--- config.mk ---
export PLATFORM = sky130hd
export DESIGN_NAME = tind_animator
export DESIGN_NICKNAME = d
export VERILOG_FILES = /design/src/rtl/tind_pkg.sv /design/src/rtl/tind_rst_sync.sv /design/src/rtl/tind_tick_gen.sv /design/src/rtl/tind_seq_core.sv /design/src/rtl/tind_out_dec.sv /design/src/rtl/tind_animator.sv
export SDC_FILE = /design/constraint.sdc
export NUM_CORES = 1
export LEC_CHECK = 0
export BUFFER_PORTS_ARGS = -buffer_cell sky130_fd_sc_hd__buf_2
export CORE_MARGIN = 2
export CORE_UTILIZATION = 45
export DETAILED_ROUTE_END_ITERATION = 6
export MAX_ROUTING_LAYER = met4
export PLACE_DENSITY = 0.64
export SLEW_MARGIN = 20
export SYNTH_ARGS = -nofsm -noshare
export SYNTH_HDL_FRONTEND = slang
export SYNTH_SLANG_ARGS = --single-unit
--- constraint.sdc ---
create_clock -name clk -period 4.66 [get_ports clk]
set_clock_uncertainty 0.05 [all_clocks]
set_input_delay 0.932 -clock clk [delete_from_list [all_inputs] [get_ports clk]]
set_output_delay 0.932 -clock clk [all_outputs]
set_load 0.03 [all_outputs]
--- src/rtl/tind_pkg.sv ---
package tind_pkg;

  localparam int LED_N   = 10;
  localparam int EN_N    = 2;
  localparam int STATE_W = 4;

  typedef logic [STATE_W-1:0] tind_state_t;

  typedef enum logic [1:0] {
    ANIM_SINGLE = 2'd0,
    ANIM_EVEN   = 2'd1,
    ANIM_ALT    = 2'd2
  } anim_e;

  localparam tind_state_t ST_IDLE  = 4'b0000;
  localparam tind_state_t ST_FIRST = 4'b0101;
  localparam tind_state_t ST_PARK  = 4'b1111;

  // lamps 2,4,6,8,10 sit at odd bit indices
  localparam logic [LED_N-1:0] EVEN_LAMPS = 10'b10_1010_1010;

endpackage

--- src/rtl/tind_rst_sync.sv ---
module tind_rst_sync (
  input  logic clk,
  input  logic rst_n,
  output logic rst_sync_n
);

  logic [1:0] sync_q;

  always_ff @(posedge clk or negedge rst_n) begin
    if (!rst_n) sync_q <= 2'b00;
    else        sync_q <= {sync_q[0], 1'b1};
  end

  assign rst_sync_n = sync_q[1];

endmodule

--- src/rtl/tind_tick_gen.sv ---
module tind_tick_gen #(
  parameter int STEP_CYCLES = 72000
) (
  input  logic clk,
  input  logic rst_n,
  input  logic clr,
  input  logic run,
  output logic tick
);

  localparam int CW = (STEP_CYCLES > 1) ? $clog2(STEP_CYCLES) : 1;
  localparam logic [CW-1:0] CNT_LAST = CW'(STEP_CYCLES - 1);

  logic [CW-1:0] cnt_q, cnt_d;
  logic          at_last;

  assign at_last = (cnt_q == CNT_LAST);
  assign tick    = run && !clr && at_last;

  always_comb begin
    if (clr || !run)  cnt_d = '0;
    else if (at_last) cnt_d = '0;
    else              cnt_d = cnt_q + 1'b1;
  end

  always_ff @(posedge clk or negedge rst_n) begin
    if (!rst_n) cnt_q <= '0;
    else        cnt_q <= cnt_d;
  end

endmodule

--- src/rtl/tind_seq_core.sv ---
module tind_seq_core
  import tind_pkg::*;
(
  input  logic        clk,
  input  logic        rst_n,
  input  logic        restart,
  input  logic        indicator,
  input  logic        tick,
  input  logic [1:0]  mode_sel,
  output tind_state_t state,
  output anim_e       mode
);

  tind_state_t state_q, state_d, step_nxt;
  anim_e       mode_q, mode_d;
  logic        state_en, mode_en;

  // successor along the animation ring
  always_comb begin
    if (state_q == ST_IDLE)                               step_nxt = ST_FIRST;
    else if (state_q == ST_PARK)                          step_nxt = ST_IDLE;
    else if (state_q >= ST_FIRST && state_q < ST_PARK)    step_nxt = state_q + 1'b1;
    else                                                  step_nxt = ST_IDLE;
  end

  assign state_en = restart || !indicator || tick;
  assign mode_en  = restart || !indicator;

  always_comb begin
    if (restart)         state_d = ST_IDLE;
    else if (!indicator) state_d = ST_PARK;
    else                 state_d = step_nxt;
  end

  always_comb begin
    if (mode_sel == 2'd3) mode_d = ANIM_SINGLE;
    else                  mode_d = anim_e'(mode_sel);
  end

  always_ff @(posedge clk or negedge rst_n) begin
    if (!rst_n) begin
      state_q <= ST_IDLE;
      mode_q  <= ANIM_SINGLE;
    end else begin
      if (state_en) state_q <= state_d;
      if (mode_en)  mode_q  <= mode_d;
    end
  end

  assign state = state_q;
  assign mode  = mode_q;

endmodule

--- src/rtl/tind_out_dec.sv ---
module tind_out_dec
  import tind_pkg::*;
(
  input  tind_state_t     state,
  input  anim_e           mode,
  output logic [LED_N-1:0] led,
  output logic [EN_N-1:0]  drv_en
);

  logic a, b, c, d;
  logic [LED_N-1:0] run_map;   // single-lamp decode
  logic [LED_N-1:0] alt_map;   // two-driver decode
  logic             alt_en0, alt_en1;

  assign {a, b, c, d} = state;

  for (genvar k = 0; k < LED_N - 1; k++) begin : g_run
    assign run_map[k] = (state == STATE_W'(k + 5));
  end
  assign run_map[LED_N-1] = a & b & c;

  for (genvar k = 1; k < LED_N; k += 2) begin : g_alt_even
    assign alt_map[k] = a & b & c & d;
  end
  assign alt_map[0] = d & (a | b);
  assign alt_map[2] = d & (a | (b & c));
  assign alt_map[4] = d & a;
  assign alt_map[6] = d & a & ((b & ~c) | c);
  assign alt_map[8] = d & a & b;

  assign alt_en0 = d & ((~a & b & ~c) | (a & ~b & ~c) | (b & c));
  assign alt_en1 = d & ((a & ~b & c) | (a & b));

  always_comb begin
    unique case (mode)
      ANIM_EVEN: begin
        led    = run_map & EVEN_LAMPS;
        drv_en = {1'b0, |(run_map & EVEN_LAMPS)};
      end
      ANIM_ALT: begin
        led    = alt_map;
        drv_en = {alt_en1, alt_en0};
      end
      default: begin
        led    = run_map;
        drv_en = {1'b0, |run_map};
      end
    endcase
  end

endmodule

--- src/rtl/tind_animator.sv ---
module tind_animator
  import tind_pkg::*;
#(
  parameter int STEP_CYCLES = 72000
) (
  input  logic             clk,
  input  logic             rst_n,
  input  logic             restart,
  input  logic             indicator,
  input  logic [1:0]       mode_sel,
  output logic [LED_N-1:0] led,
  output logic [EN_N-1:0]  drv_en
);

  logic        rst_sync_n;
  logic        tick;
  tind_state_t state;
  anim_e       mode;

  tind_rst_sync u_rst (
    .clk        (clk),
    .rst_n      (rst_n),
    .rst_sync_n (rst_sync_n)
  );

  tind_tick_gen #(.STEP_CYCLES(STEP_CYCLES)) u_tick (
    .clk   (clk),
    .rst_n (rst_sync_n),
    .clr   (restart),
    .run   (indicator),
    .tick  (tick)
  );

  tind_seq_core u_core (
    .clk       (clk),
    .rst_n     (rst_sync_n),
    .restart   (restart),
    .indicator (indicator),
    .tick      (tick),
    .mode_sel  (mode_sel),
    .state     (state),
    .mode      (mode)
  );

  tind_out_dec u_dec (
    .state  (state),
    .mode   (mode),
    .led    (led),
    .drv_en (drv_en)
  );

endmodule

# [Word level (Yosys, flattened, before mapping)]
# Index checks and enable logic that the tools add are counted.
[op_classes] addsub=2 magnitude_cmp=2 eq_ne=14 mux=10 n_bitwise=26 n_reduce_logical=10
[op_table] op="$mux W17" count=2
[op_table] op="$eq A4 B4 Y1 const B" count=7
[op_table] op="$mux W4" count=5
[op_table] op="$pmux W10 S2" count=1
[op_table] op="$add A17 B1 Y17 const B" count=1
[op_table] op="$and A1 B1 Y1" count=17
[op_table] op="$eq A17 B17 Y1 const B" count=1
[op_table] op="$eq A4 B3 Y1 const B" count=3
[op_table] op="$reduce_or A10 Y1" count=1
[op_table] op="$or A1 B1 Y1" count=6
[op_table] op="$reduce_or A5 Y1" count=1
[op_table] op="$add A4 B1 Y4 const B" count=1
[op_table] op="$eq A2 B2 Y1 const B" count=2
[op_table] op="$ge A4 B3 Y1 const B" count=1
[op_table] op="$logic_not A4 Y1" count=1
[op_table] op="$lt A4 B4 Y1 const B" count=1
[op_table] op="$pmux W2 S2" count=1
[op_table] op="$logic_and A1 B1 Y1" count=3
[op_table] op="$not A1 Y1" count=3
[op_table] op="$eq A2 B1 Y1 const B" count=1
[op_table] op="$logic_not A1 Y1" count=2
[op_table] op="$logic_or A1 B1 Y1" count=2
[op_table] op="$mux W2" count=1
[word_totals] regBits=25 out_inout_bits=12 word_cells=68

# [Longest topological paths before layout]
[depth] depth_word=7 mapped_depth=7

# [Hierarchy]
# From an unflattened synthesis, not the netlist that was laid out.
[unflattened] hier_cells=189 hier_area_um2=1659.1
[modules_own_cells] module="tind_tick_gen" n_inst=1 cells_each=89 area_per_inst_um2=859.6 seq_area_each_um2=425.4
[modules_own_cells] module="tind_seq_core" n_inst=1 cells_each=43 area_per_inst_um2=391.6 seq_area_each_um2=150.1
[modules_own_cells] module="tind_out_dec" n_inst=1 cells_each=54 area_per_inst_um2=354.1 seq_area_each_um2=0.0
[modules_own_cells] module="tind_rst_sync" n_inst=1 cells_each=3 area_per_inst_um2=53.8 seq_area_each_um2=50.0

# [Worst setup path after synthesis]
# OpenSTA, ideal clock, no wires.
[synth_path] path_kind="register to output" start="reg u_core.mode_q[0] (netlist: u_core.mode[0])" end="out led[6]" t_arrival_ns=2.089 required_ns=3.678 path_slack_ns=1.589 stages_incl_launch_ff=8 cell_sequence="dfrtp_1 inv_1 ha_1 and3b_1 clkbuf_1 nand2_1 a21oi_1 a41o_1"
[synth_between] elab_chain_len=2 elab_cells_between_ends=3 classes_between="2 x eq/ne; 1 x mux"
[synth_lines] element="from (decl)" line="tind_seq_core.sv:15" source="anim_e mode_q, mode_d;"
[synth_lines] element="from (signal assigned)" line="tind_seq_core.sv:46" source="if (mode_en) mode_q <= mode_d;"
[synth_lines] element="$eq A2 B2 Y1 or $eq A2 B1 Y1 (tied branches)" line="tind_out_dec.sv:35" source="unique case (mode)"
[synth_lines] element="$pmux W10 S2 (*)" line="tind_out_dec.sv:35"
[synth_lines] element="to (decl)" line="tind_animator.sv:11" source="output logic [LED_N-1:0] led,"
# Mark *: on every way between the ends. The rest lies on a longest branch, timed or not.

# [Final worst setup path]
[layout_path] start="reg u_core.mode_q[0] (netlist: u_core.mode[0])" end="out led[3]"
# Same word-level chain as after synthesis.

==> impl_metrics.json <==
{
  "layout_min_cycle_time_ns": 2.971,
  "dp_slack_ns": 2.007,
  "num_io_pins": 18,
  "rsz0062_at_grt": "false",
  "layout-drive-gt1-share": 0.1523,
  "place.gp.congestion": 0.8101,
  "max_cap_viol_count": 0,
  "tightest_slew_ns": 0.8979,
  "fin_ws_ns": 1.689,
  "via_count": 1364,
  "fin_area_um2": 1814,
  "final_max_slew_viol_count": 0,
  "clockBufferDepth": 2,
  "track_usage": 0.1792,
  "area_growth_pct": 9.105,
  "hold_class": "reg -> reg",
  "post-dp-hpwl_um": 2450,
  "critPathCaptureType": "output port",
  "synthCells": 184,
  "vdd_drop_max_mv": 0.1472,
  "antenna_left": 0,
  "remaining_drc_errors": 0,
  "die_w_um": 64.79,
  "core_region_area_um2": 3606,
  "cp.arrival_ns": 1.99,
  "cts_buffers": 3,
  "antenna_cells": 0,
  "synth_edf_count": 0,
  "post-route-period-util": 0.6375,
  "critPathLaunch": "u_core.mode[0]",
  "root_buffer": "clkbuf_8",
  "synth_fp_nets": 198,
  "cts_tree": "built",
  "hold_buffers": 0,
  "start_util": 0.4611,
  "grt_pass1_wl_um": 5858,
  "drtIter0Drc": 82,
  "multiInputGateArea_um2": 972.2,
  "hp-start": "u_rst.sync_q[0]",
  "final_common_cell": "dfrtp_1",
  "htreeDepth": 1,
  "placed_cell_area_um2": 1765,
  "syn_area_per_cell_um2": 9.037,
  "synth.distinct_cells": 47,
  "syn_area_um2": 1663,
  "worst_ep_required_time_ns": 3.68,
  "hold_viol": 0,
  "wl_per_cell_um": 13.37,
  "synth-warning-count": 0,
  "layout_common_cells": "25 x dfrtp_1, 17 x buf_2, 16 x nor2_1",
  "fmax_ghz": 0.3366,
  "first_global_vias": 1332,
  "start_kind": "flop",
  "ys_seq_area_frac": 0.3762,
  "via_per_inst": 5.567,
  "cts_resized": 0,
  "setup_viol": 0,
  "slew_headroom": 0.4014,
  "grt_max_degree": 24,
  "regArea_um2": 625.6,
  "synth_seq_cells": 25,
  "synth_flop_cell": "dfrtp_1",
  "antenna_found_initial": 0,
  "cp_max_fo": 9,
  "tns_ns": 0,
  "clkLatencyLatePin_ns": 0.27,
  "wirelength_um": 3275,
  "async_flop_share": 1.000,
  "path_class": "reg -> out",
  "grt_remaining_overflow": 0,
  "status": "completed",
  "die_area_um2": 4198,
  "nNetsFinal": 212,
  "fillers": 358,
  "power.static_leakage_nw": 0.7785,
  "clkSinkCount": 25,
  "num_rows": 22,
  "post-cts-setup-buffers": 0,
  "fp.dieH_um": 64.79,
  "r2r_start": "u_tick.cnt_q[2]",
  "cts.clk_slew.worst_paths_ns": 0.09,
  "firstDrtPassIters": 4,
  "port_buffers": 17,
  "power_density_nw_per_um2": 266.1
}
==> cell type report <==
class | count | area share
Inverter | 6 | 0.01241
Tap cell | 48 | 0.03310
Timing Repair Buffer | 17 | 0.04690
Clock inverter | 1 | 0.004138
Multi-Input combinational cell | 145 | 0.5359
Sequential cell | 25 | 0.3448
Clock buffer | 3 | 0.02276
==> metal layers <==
layer	part of all wire	GRT usage
met4	0.0052	0.06117
met1	0.48	0.2220
met3	0.034	0.02257
met5	0	-
met2	0.48	0.3028
==> synthesized netlist by cell type, types with 2 or more instances <==
library cell   n  area (µm²)
xor2_1         9       78.83
clkbuf_1       5       18.77
nand3_1        6       30.03
o21ai_0       12       60.06
or4_1          2       15.01
nand2_1       15       56.30
o211ai_1       4       30.03
and2_1         5       31.28
or3_1          4       25.02
a21boi_0       5       37.54
nand4_1        5       31.28
a21oi_1       10       50.05
inv_1          6       22.52
o31ai_1        6       45.04
nor2b_1        5       31.28
nand2b_1       4       25.02
nor2_1        16       60.06
dfrtp_1       25       625.6
and3_1         4       25.02
ha_1           8       100.1
xnor2_1        2       17.52
==> cell families (layout without fill, tap and decap cells) <==
family	count (synthesis)	after routing	synth area share
buffers and inverters	14	27	0.03913
AOI/OAI and AO/OA	47	47	0.1881
other	1	1	0.002255
and+or+nand+nor	77	77	0.2694
muxes	1	1	0.006772
adders and majority gates	8	8	0.06020
DFF	25	25	0.3762
xor gates and xnor gates	11	11	0.05794
==> state kept, by name, summed over array words and instances, names as in the netlist <==
signal,cells
u_tick.cnt_q,17
u_core.state,4
u_core.mode,2
u_rst.sync_q,2
==> worst max-delay path, cell delays in order, from the launching register on <==
cell and delay (ns):
dfrtp_1 0.38, inv_1 0.05, ha_1 0.38, and3b_1 0.36
nand3_1 0.13, a21boi_0 0.19, buf_2 0.22
==> power breakdown <==
part           internal, mW  total (mW)  switching (mW)
sequential            0.224       0.249          0.0243
clock                0.0606       0.131          0.0702
combinational        0.0399       0.103          0.0633
total                 0.325       0.483           0.158
==> stage by stage <==
stage / instances / hold slack (ns) / utilization / power [mW]
3_3_place_gp: 241 / 0.2867 / 0.4896 / 0.3523
3_5_place_dp: 241 / 0.2847 / 0.4896 / 0.3563
2_1_floorplan: 184 / 0.2438 / - / 0.3291
5_1_grt: 245 / 0.3339 / 0.5031 / 0.5093
6_report: 245 / 0.3048 / 0.5031 / 0.4827
4_1_cts: 245 / 0.3058 / 0.5031 / 0.4860
==> final timing paths <==
check	end	slack, ns	cells past startpoint
max	led[3]	1.69	6
min	u_rst.sync_q[1]	0.30	0
max reg2reg	u_core.state[2]	2.52	4
min reg2reg	u_rst.sync_q[1]	0.30	0
max in group asynchronous	u_core.state[2]	3.68	0
min in group asynchronous	u_tick.cnt_q[0]	0.33	0
(Power assumes the default switching activity.)
